### src/rtl/sdirq_pkg.sv
package sdirq_pkg;

    localparam int DATA_W  = 32;
    localparam int NUM_EVT = 5;

    // raw status bit positions (software decodes these)
    localparam int BIT_NO_RESP   = 1;
    localparam int BIT_CMD_DONE  = 2;
    localparam int BIT_DATA_DONE = 3;
    localparam int BIT_AUTO_DONE = 14;
    localparam int BIT_SDIO      = 16;
    localparam int BIT_CARD_IN   = 30;
    localparam int BIT_CARD_OUT  = 31;
    localparam int BIT_IRQ_EN    = 4;
    localparam int BIT_PRESENT   = 8;

    // event index -> raw bit position
    localparam int EVT_POS [NUM_EVT] = '{BIT_CMD_DONE, BIT_NO_RESP, BIT_DATA_DONE,
                                         BIT_AUTO_DONE, BIT_SDIO};

    // word offsets (byte offset / 4)
    localparam int WORD_CTRL  = 0;
    localparam int WORD_MASK  = 1;
    localparam int WORD_MSTAT = 2;
    localparam int WORD_RSTAT = 3;
    localparam int WORD_CSTAT = 4;

    function automatic logic [DATA_W-1:0] raw_impl_bits();
        logic [DATA_W-1:0] v;
        v = '0;
        for (int i = 0; i < NUM_EVT; i++) v[EVT_POS[i]] = 1'b1;
        v[BIT_CARD_IN]  = 1'b1;
        v[BIT_CARD_OUT] = 1'b1;
        return v;
    endfunction

    typedef struct packed {
        logic              irq_en;
        logic [DATA_W-1:0] mask;
        logic [DATA_W-1:0] raw;
        logic              present;
    } irq_state_t;

    typedef struct packed {
        logic wr_ctrl;
        logic wr_mask;
        logic wr_clear;
    } wr_sel_t;

endpackage

### src/rtl/sdirq_cd_sync.sv
module sdirq_cd_sync #(
    parameter int STAGES = 2
) (
    input  logic clk_i,
    input  logic rst_ni,
    input  logic card_det_i,
    output logic insert_o,
    output logic remove_o
);
    localparam int CHAIN_W = STAGES + 1;

    typedef struct packed {
        logic [CHAIN_W-1:0] chain;
    } sync_state_t;

    sync_state_t st_d, st_q;
    logic        level_now, level_old;

    always_comb begin
        st_d = st_q;
        st_d.chain = {st_q.chain[CHAIN_W-2:0], card_det_i};
    end

    // reset to "present" so a card seated at reset raises no event
    always_ff @(posedge clk_i or negedge rst_ni) begin
        if (!rst_ni) st_q <= '{chain: '1};
        else         st_q <= st_d;
    end

    assign level_now = st_q.chain[STAGES-1];
    assign level_old = st_q.chain[STAGES];
    assign insert_o  = level_now & ~level_old;
    assign remove_o  = ~level_now & level_old;

endmodule

### src/rtl/sdirq_status.sv
module sdirq_status
    import sdirq_pkg::*;
#(
    parameter int NEVT = NUM_EVT
) (
    input  logic              clk_i,
    input  logic              rst_ni,
    input  wr_sel_t           sel_i,
    input  logic [DATA_W-1:0] wdata_i,
    input  logic [NEVT-1:0]   evt_i,
    input  logic              insert_i,
    input  logic              remove_i,
    output logic              irq_en_o,
    output logic [DATA_W-1:0] mask_o,
    output logic [DATA_W-1:0] raw_o,
    output logic              present_o
);
    localparam logic [DATA_W-1:0] RAW_IMPL = raw_impl_bits();

    irq_state_t        st_d, st_q;
    logic [DATA_W-1:0] set_vec;

    always_comb begin
        set_vec = '0;
        for (int i = 0; i < NEVT; i++) begin
            if (evt_i[i]) set_vec[EVT_POS[i]] = 1'b1;
        end
    end

    always_comb begin
        st_d = st_q;
        if (sel_i.wr_ctrl) st_d.irq_en = wdata_i[BIT_IRQ_EN];
        if (sel_i.wr_mask) st_d.mask   = wdata_i;
        // write-one clear first, hardware sets afterwards: events win
        if (sel_i.wr_clear) st_d.raw = st_q.raw & ~wdata_i;
        st_d.raw = st_d.raw | set_vec;
        if (insert_i) begin
            st_d.raw[BIT_CARD_IN]  = 1'b1;
            st_d.raw[BIT_CARD_OUT] = 1'b0;
            st_d.present           = 1'b1;
        end else if (remove_i) begin
            st_d.raw[BIT_CARD_IN]  = 1'b0;
            st_d.raw[BIT_CARD_OUT] = 1'b1;
            st_d.present           = 1'b0;
        end
        st_d.raw = st_d.raw & RAW_IMPL;
    end

    always_ff @(posedge clk_i or negedge rst_ni) begin
        if (!rst_ni) st_q <= '{irq_en: 1'b0, mask: '0, raw: '0, present: 1'b1};
        else         st_q <= st_d;
    end

    assign irq_en_o  = st_q.irq_en;
    assign mask_o    = st_q.mask;
    assign raw_o     = st_q.raw;
    assign present_o = st_q.present;

endmodule

### src/rtl/sdirq_regif.sv
module sdirq_regif
    import sdirq_pkg::*;
#(
    parameter int ADDR_W = 5
) (
    input  logic              wr_i,
    input  logic [ADDR_W-1:0] addr_i,
    input  logic              irq_en_i,
    input  logic [DATA_W-1:0] mask_i,
    input  logic [DATA_W-1:0] raw_i,
    input  logic              present_i,
    output wr_sel_t           sel_o,
    output logic [DATA_W-1:0] rdata_o,
    output logic              irq_o
);
    localparam int WORD_W = ADDR_W - 2;

    logic [WORD_W-1:0] word;
    logic [DATA_W-1:0] masked;

    assign word   = addr_i[ADDR_W-1:2];
    assign masked = raw_i & mask_i;

    always_comb begin
        sel_o          = '0;
        sel_o.wr_ctrl  = wr_i && (word == WORD_W'(WORD_CTRL));
        sel_o.wr_mask  = wr_i && (word == WORD_W'(WORD_MASK));
        sel_o.wr_clear = wr_i && ((word == WORD_W'(WORD_MSTAT)) ||
                                  (word == WORD_W'(WORD_RSTAT)));
    end

    always_comb begin
        rdata_o = '0;
        case (word)
            WORD_W'(WORD_CTRL):  rdata_o[BIT_IRQ_EN]  = irq_en_i;
            WORD_W'(WORD_MASK):  rdata_o              = mask_i;
            WORD_W'(WORD_MSTAT): rdata_o              = masked;
            WORD_W'(WORD_RSTAT): rdata_o              = raw_i;
            WORD_W'(WORD_CSTAT): rdata_o[BIT_PRESENT] = present_i;
            default:             rdata_o              = '0;
        endcase
    end

    assign irq_o = irq_en_i & (|masked);

endmodule

### src/rtl/sdirq_unit.sv
module sdirq_unit
    import sdirq_pkg::*;
#(
    parameter int ADDR_W      = 5,
    parameter int SYNC_STAGES = 2
) (
    input  logic              clk_i,
    input  logic              rst_ni,
    input  logic              reg_wr_i,
    input  logic [ADDR_W-1:0] reg_addr_i,
    input  logic [31:0]       reg_wdata_i,
    output logic [31:0]       reg_rdata_o,
    input  logic              evt_cmd_done_i,
    input  logic              evt_no_resp_i,
    input  logic              evt_data_done_i,
    input  logic              evt_auto_done_i,
    input  logic              evt_sdio_i,
    input  logic              card_det_i,
    output logic              irq_o,
    output logic              card_present_o
);
    wr_sel_t           sel_w;
    logic [NUM_EVT-1:0] evt_w;
    logic              insert_w, remove_w, irq_en_w;
    logic [DATA_W-1:0] mask_w, raw_w;

    // order follows EVT_POS
    assign evt_w = {evt_sdio_i, evt_auto_done_i, evt_data_done_i,
                    evt_no_resp_i, evt_cmd_done_i};

    sdirq_cd_sync #(.STAGES(SYNC_STAGES)) u_sync (
        .clk_i      (clk_i),
        .rst_ni     (rst_ni),
        .card_det_i (card_det_i),
        .insert_o   (insert_w),
        .remove_o   (remove_w)
    );

    sdirq_status #(.NEVT(NUM_EVT)) u_stat (
        .clk_i     (clk_i),
        .rst_ni    (rst_ni),
        .sel_i     (sel_w),
        .wdata_i   (reg_wdata_i),
        .evt_i     (evt_w),
        .insert_i  (insert_w),
        .remove_i  (remove_w),
        .irq_en_o  (irq_en_w),
        .mask_o    (mask_w),
        .raw_o     (raw_w),
        .present_o (card_present_o)
    );

    sdirq_regif #(.ADDR_W(ADDR_W)) u_regif (
        .wr_i      (reg_wr_i),
        .addr_i    (reg_addr_i),
        .irq_en_i  (irq_en_w),
        .mask_i    (mask_w),
        .raw_i     (raw_w),
        .present_i (card_present_o),
        .sel_o     (sel_w),
        .rdata_o   (reg_rdata_o),
        .irq_o     (irq_o)
    );

endmodule

### config.mk
export PLATFORM = sky130hd
export DESIGN_NAME = sdirq_unit
export DESIGN_NICKNAME = d
export VERILOG_FILES = /design/src/rtl/sdirq_pkg.sv /design/src/rtl/sdirq_cd_sync.sv /design/src/rtl/sdirq_status.sv /design/src/rtl/sdirq_regif.sv /design/src/rtl/sdirq_unit.sv
export SDC_FILE = /design/constraint.sdc
export NUM_CORES = 1
export LEC_CHECK = 0
export BUFFER_PORTS_ARGS = -buffer_cell sky130_fd_sc_hd__buf_2
export CAP_MARGIN = 15
export CORE_MARGIN = 2
export CORE_UTILIZATION = 33
export DETAILED_ROUTE_END_ITERATION = 12
export GPL_TIMING_DRIVEN = 0
export SYNTH_ARGS = -nofsm -noshare
export SYNTH_HDL_FRONTEND = slang
export SYNTH_SLANG_ARGS = --single-unit
### constraint.sdc
create_clock -name clk_i -period 3.4 [get_ports clk_i]
set_clock_uncertainty 0.1 [all_clocks]
set_input_delay 0.17 -clock clk_i [delete_from_list [all_inputs] [get_ports clk_i]]
set_output_delay 0.17 -clock clk_i [all_outputs]
set_load 0.1 [all_outputs]
==> results of run 1 <==
-- worst reg2reg max path: stages (launching register included) --
cell	delay [ps]
dfstp_2	550
inv_1	40
ha_1	340
mux2_4	280
a32o_1	200
-- cell usage in the layout, fill, tap and decap left out, types with 2 or more instances in the layout --
| master | n |
|---|---|
| ha_1 | 2 |
| and2_1 | 23 |
| dlygate4sd3_1 | 25 |
| a21oi_1 | 8 |
| dfrtp_1 | 40 |
| clkbuf_1 | 5 |
| a21o_1 | 5 |
| nand3_1 | 7 |
| nor2_1 | 2 |
| nand3b_1 | 2 |
| dfstp_2 | 4 |
| buf_2 | 78 |
| buf_6 | 5 |
| mux2_4 | 2 |
| mux2_2 | 38 |
| clkbuf_8 | 5 |
| inv_1 | 4 |
| nand2_1 | 13 |
| a22oi_1 | 2 |
| mux2_1 | 2 |
-- state kept, by name (all words and copies together) (netlist names) --
name              flops
u_stat.irq_en_o       1
u_stat.mask_o        32
u_stat.present_o      1
u_stat.raw_o          7
u_sync.st_q           3
-- routing by layer --
layer	track usage, %	vias to the layer above
li1	-	827
met1	18.6	808
met2	24.2	70
met3	5.90	5
met4	3.46	0
met5	0	-
-- report_power, final --
group          internal [mW]  leakage (nW)  switching, mW
clock                  0.218        0.0552          0.179
combinational          0.167         0.867          0.296
sequential             0.620         0.510         0.0542
-- worst max-delay path by stage --
stage                       start               to  cells after the start
finish              reg_addr_i[3]  reg_rdata_o[18]                      6
global route        reg_addr_i[3]  reg_rdata_o[27]                      6
CTS                 reg_addr_i[3]   reg_rdata_o[9]                      6
detailed placement  reg_addr_i[3]  reg_rdata_o[21]                      6
global placement    reg_addr_i[3]  reg_rdata_o[28]                      6
floorplan           reg_addr_i[2]   reg_rdata_o[4]                      3
-- per-stage QoR --
stage	total power [mW]	setup WS (ps)	instance area [um^2]	util, %
3_5_place_dp	1.13	1290	2630	41.6
3_3_place_gp	1.12	1270	2630	41.6
6_report	1.54	1320	2990	47.3
5_1_grt	1.62	1130	2990	47.3
4_1_cts	1.56	1280	2990	47.3
2_1_floorplan	1.03	555	2150	-
-- cell type report --
class / count / area share [%]
Sequential cell: 44 / 37.0
Clock buffer: 6 / 2.43
Timing Repair Buffer: 102 / 21.3
Multi-Input combinational cell: 118 / 31.6
Buffer: 11 / 2.72
Inverter: 4 / 0.503
Tap cell: 77 / 3.23
Clock inverter: 2 / 1.17
-- cell families (layout without fill, tap and decap cells) --
logic type      after synthesis  count (layout)  synth area share (%)
mux                          43              43                  22.8
buf+inv                      15             125                  4.49
simple gates                 53              53                  13.8
flops                        44              44                  51.5
fa+ha+maj                     2               2                  1.17
compound gates               20              20                  6.18
-- what timing repair did --
| action | 4_1_cts | 5_1_grt |
|---|---|---|
| endpoints found under the setup margin | 0 | 0 |
| hold endpoints to repair | 64 | 0 |
| hold buffers | 25 | 0 |
| gates resized for setup | 0 | 0 |
==> run_results.csv, run 1 <==
group,metric,value,unit
critical_path,reg2reg_start,"u_sync.st_q[1]",
global_routing,antenna_found_initial,0,
layout,fill_cells,622,
die,boundary_pins,80,
global_routing,gr-total-overflow,0,
layout,finalNetCount,334,
routing,initialDrtViolationCount,33,
critical_path,crit_path_max_incr_delay,430,ps
yosys,synth-edff-count,0,
yosys,postSynth.asyncResetShare,100,%
power_and_ir_drop,peakVddDrop,0.290,mV
routing,dr_total_vias,1710,
die,fp.dieW,84.7,um
yosys,netlist_instances,177,
yosys,synth.most_common_cell,"dfrtp_1",
die,num_rows,29,
yosys,dominantRegCellSynth,"dfrtp_1",
yosys,synth_commonest_cells,"40 x dfrtp_1, 38 x mux2_2, 23 x and2_1",
global_routing,grt_pass1_vias,1830,
die,start_util,34.0,%
routing,postRouteWirelength,5.04,mm
yosys,post_synth_num_cell_types,31,
timing,setup_tns,0,ps
cts,tritoncts,"built",
critical_path,reg2reg_depth,4,
global_routing,grt_max_degree,45,
placed_design,place_congestion,0.725,
critical_path,critPathTopFamily,"buffers and inverters",
yosys,yosysSeqAreaShare,51.5,%
routing,drt_first_pass_iters,5,
cts,cts.repair_timing.setup_buffer_count,0,
critical_path,path_class,"primary input to output pin",
critical_path,critical_path.endpoint_type,"output pin",
layout,layout.area.seq,1110,um^2
status,run_status,"finished clean",
cts,clock_tree.htree_level_count,2,
routing,wl_met2,2.34,mm
cts,max-clock-path-buffers,2,
timing,final_min_period_over_clock_period,61.1,%
critical_path,start_kind,"primary input",
routing,wirelength_met1,2.19,mm
routing,drtAntennaViolNets,0,
critical_path,critical-path-top-cell-by-count,"buf_2",
global_routing,overall_fraction_of_global_route_tracks_in_use,14.8,%
cts,cts.clk_slew.worst_paths,80,ps
critical_path,critical_path.reg2reg.endpoint,"u_stat.raw_o[31]",
worst_hold_path,timing.hold.worst.class,"primary input to flip-flop",
timing,fmax,482,MHz
die,core_area,6310,um^2
layout,area_growth_syn_to_layout,39.1,%
global_routing,global_route_wire_length_before_repair,8.51,mm
worst_hold_path,worst_hold_path.num_cells,2,
timing,rsz0062_at_grt,"false",
yosys,yosys_warnings,0,
timing,final_period_minus_worst_setup_slack,2080,ps
routing,vias_per_cell,4.70,
yosys,yosys.area.top_type_share,46.6,%
power_and_ir_drop,pwr_density_cell,514,nW/um^2
die,design.die.area,7170,um^2
worst_hold_path,hold_path_end,"u_stat.mask_o[8]",
cts,cts_made_buffers,5,
critical_path,crit_fanout,10,
yosys,netlist_area,2150,um^2
yosys,postSynthRegisterBits,44,
timing,worst-slew-pin-transition,983,ps
cts,worst_skew_pair.late_latency,290,ps
timing,timing_max_transition_violations_final,0,
routing,topRoutingLayerUsed,"met4",
placed_design,placed_instance_count,331,
timing,slew_headroom,34.5,%
die,die_h,84.7,um
critical_path,crit_slowest_cell,"nor3b_1",
yosys,netlist.top_cell.by_area,"dfrtp_1",
timing,hold_slack,9.52,ps
critical_path,worst_ep_arrival_time,1810,ps
routing,met3WireLength,463,um
timing,setup_viol,0,
critical_path,crit_path_cell_trace,"buf_2 > buf_6 > nor3b_1 > clkbuf_1 > and2_1 > buf_2",
placed_design,io_buffer_count,77,
timing,report.final.hold_viol_count,0,
layout,diodes,0,
routing,routed_wire_length_per_instance,13.8,um
critical_path,cp_num_buf_inv,4,
yosys,syn-mean-instance-area,12.1,um^2
cts,cts.sinks,44,
yosys,postSynthNetCount,225,
worst_hold_path,hold_path_startpoint,"reg_wdata_i[8]",
critical_path,reg2reg_slack,1770,ps
critical_path,critPathRequiredTime,3130,ps
yosys,synth_area_leaders,"dfrtp_1 47%, mux2_2 20%, and2_1 6.7%",
placed_design,dpl.hpwl,3.53,mm
cts,cts-root-buf,"clkbuf_8",
layout,drive_gt1_share,47.0,%
flow_run,maxCapViolations,0,
routing,remaining_drc_errors,0,
power_and_ir_drop,static_leakage,1.43,nW
layout,multi_input_comb_area,945,um^2
layout,layout.cells.non_filler,364,
Note: power is estimated with default switching activity, not from simulation.
==> inputs of run 2 (changes only) <==
clock period = 2 ns   (was 3.4 ns; I/O delays follow)
==> run 2 against run 1 <==
- largest power group unchanged
- clock-buffer cell count increased by 1
- setup slack lost 1200 ps
- largest cell class unchanged
- final area is 7.0% higher
- utilization rose by 3.3 points
==> run_results.csv, run 2 (synthesis results as in run 1) <==
group,metric,value,unit
status,run_status,"finished clean",
routing,dr_total_vias,1777,
global_routing,grt_max_degree,45,
cts,cts_made_buffers,5,
global_routing,global_route_wire_length_before_repair,8.65,mm
timing,report.final.hold_viol_count,0,
layout,largest_reg_flops,32,
cts,cts.clk_slew.worst_paths,70,ps
routing,drt_first_pass_iters,4,
cts,clock_tree.htree_level_count,2,
die,start_util,34.0,%
timing,fmax,535,MHz
routing,wirelength_met1,2.45,mm
cts,cts.repair_timing.setup_buffer_count,0,
global_routing,overall_fraction_of_global_route_tracks_in_use,15.0,%
routing,vias_per_cell,4.64,
cts,max-clock-path-buffers,2,
placed_design,post-place-ws,-115,ps
layout,final_common_cell,"buf_2",
global_routing,gr-total-overflow,0,
critical_path,crit_fanout,10,
die,design.die.area,7170,um^2
timing,timing_max_transition_violations_final,0,
critical_path,start_kind,"primary input",
flow_run,maxCapViolations,0,
power_and_ir_drop,peakVddDrop,0.479,mV
timing,rsz0062_at_grt,"false",
die,boundary_pins,80,
layout,fill_cells,612,
timing,setup_tns,0,ps
timing,hold_slack,103,ps
routing,drtAntennaViolNets,0,
timing,final_min_period_over_clock_period,93.5,%
layout,layout.cells.non_filler,383,
placed_design,placed_instance_count,331,
power_and_ir_drop,static_leakage,1.49,nW
routing,initialDrtViolationCount,50,
power_and_ir_drop,pwr_density_cell,787,nW/um^2
layout,layout.area.seq,1110,um^2
timing,final_critical_path_setup_slack,130,ps
placed_design,dpl.hpwl,3.51,mm
routing,topRoutingLayerUsed,"met4",
timing,worst-slew-pin-transition,987,ps
critical_path,worst_ep_arrival_time,1670,ps
timing,setup_viol,0,
critical_path,critPathRequiredTime,1800,ps
timing,slew_headroom,34.2,%
layout,diodes,0,
layout,area_growth_syn_to_layout,48.9,%
global_routing,grt_pass1_vias,1853,
die,core_area,6310,um^2
power_and_ir_drop,p_total,2.52,mW
placed_design,place_congestion,0.675,
die,num_rows,29,
cts,cts-root-buf,"clkbuf_8",
layout,mostFrequentLayoutCells,"78 x buf_2, 44 x dlygate4sd3_1, 40 x dfrtp_1, 38 x mux2_2, 23 x and2_1",
placed_design,place_area,2670,um^2
routing,routed_wire_length_per_instance,13.7,um
die,die_h,84.7,um
layout,drive_gt1_share,47.4,%
cts,worst_skew_pair.late_latency,290,ps
routing,met3WireLength,312,um
routing,wl_met2,2.43,mm
worst_hold_path,timing.hold.worst.class,"primary input to flip-flop",
layout,finalCoreUtilization,50.6,%
routing,remaining_drc_errors,0,
timing,final_period_minus_worst_setup_slack,1870,ps
cts,cts.sinks,44,
die,fp.dieW,84.7,um
layout,layout.cell_area.non_filler,3200,um^2
critical_path,path_class,"primary input to output pin",
placed_design,io_buffer_count,77,
critical_path,critical_path.endpoint_type,"output pin",
routing,postRouteWirelength,5.23,mm
global_routing,antenna_found_initial,0,
cts,tritoncts,"built",
layout,finalNetCount,353,
layout,multi_input_comb_area,991,um^2
==> run 2: final cells by class <==
type / count / share of cell area (%)
multi-input combinational: 118 / 31.0
sequential: 44 / 34.6
buffer: 11 / 2.54
clock buffer: 7 / 2.39
clock inverter: 1 / 0.157
tap: 77 / 3.01
timing repair buffer: 121 / 25.8
inverter: 4 / 0.470
==> run 2: where the power goes <==
group          total, mW  switching [mW]  leakage, nW  internal, mW
combinational      0.836           0.522        0.938         0.314
clock              0.535           0.289       0.0422         0.245
sequential          1.14          0.0914        0.510          1.05
total               2.52           0.903         1.49          1.61
==> run 2: routing by layer <==
| metal | vias up | global-route usage, % |
|---|---|---|
| met4 | 0 | 4.04 |
| met5 | - | 0 |
| li1 | 871 | - |
| met3 | 5 | 4.13 |
| met1 | 847 | 18.9 |
| met2 | 54 | 25.3 |
==> run 2: worst max-delay path, cell delays in order <==
cell	delay, ps
buf_2	110
buf_6	140
nor3b_2	340
clkbuf_1	360
and2_1	190
buf_2	420
==> run 2: timing repair <==
item	in CTS	in global routing
hold buffers	44	0
setup endpoints to repair	20	0
resized for setup	1	0
endpoints found under the hold margin	79	0
==> run 2: worst paths after layout <==
path | cells after the start | slack (ps) | end | start
hold / removal | 3 | 100 | u_stat.irq_en_o | reg_addr_i[2]
max in group asynchronous | 2 | 770 | u_stat.mask_o[9] | rst_ni
min in group asynchronous | 2 | 400 | u_stat.mask_o[12] | rst_ni
setup reg to reg | 4 | 370 | u_stat.raw_o[31] | u_sync.st_q[1]
hold reg to reg | 0 | 260 | u_sync.st_q[1] | u_sync.st_q[0]
setup / recovery | 6 | 130 | reg_rdata_o[26] | reg_addr_i[3]
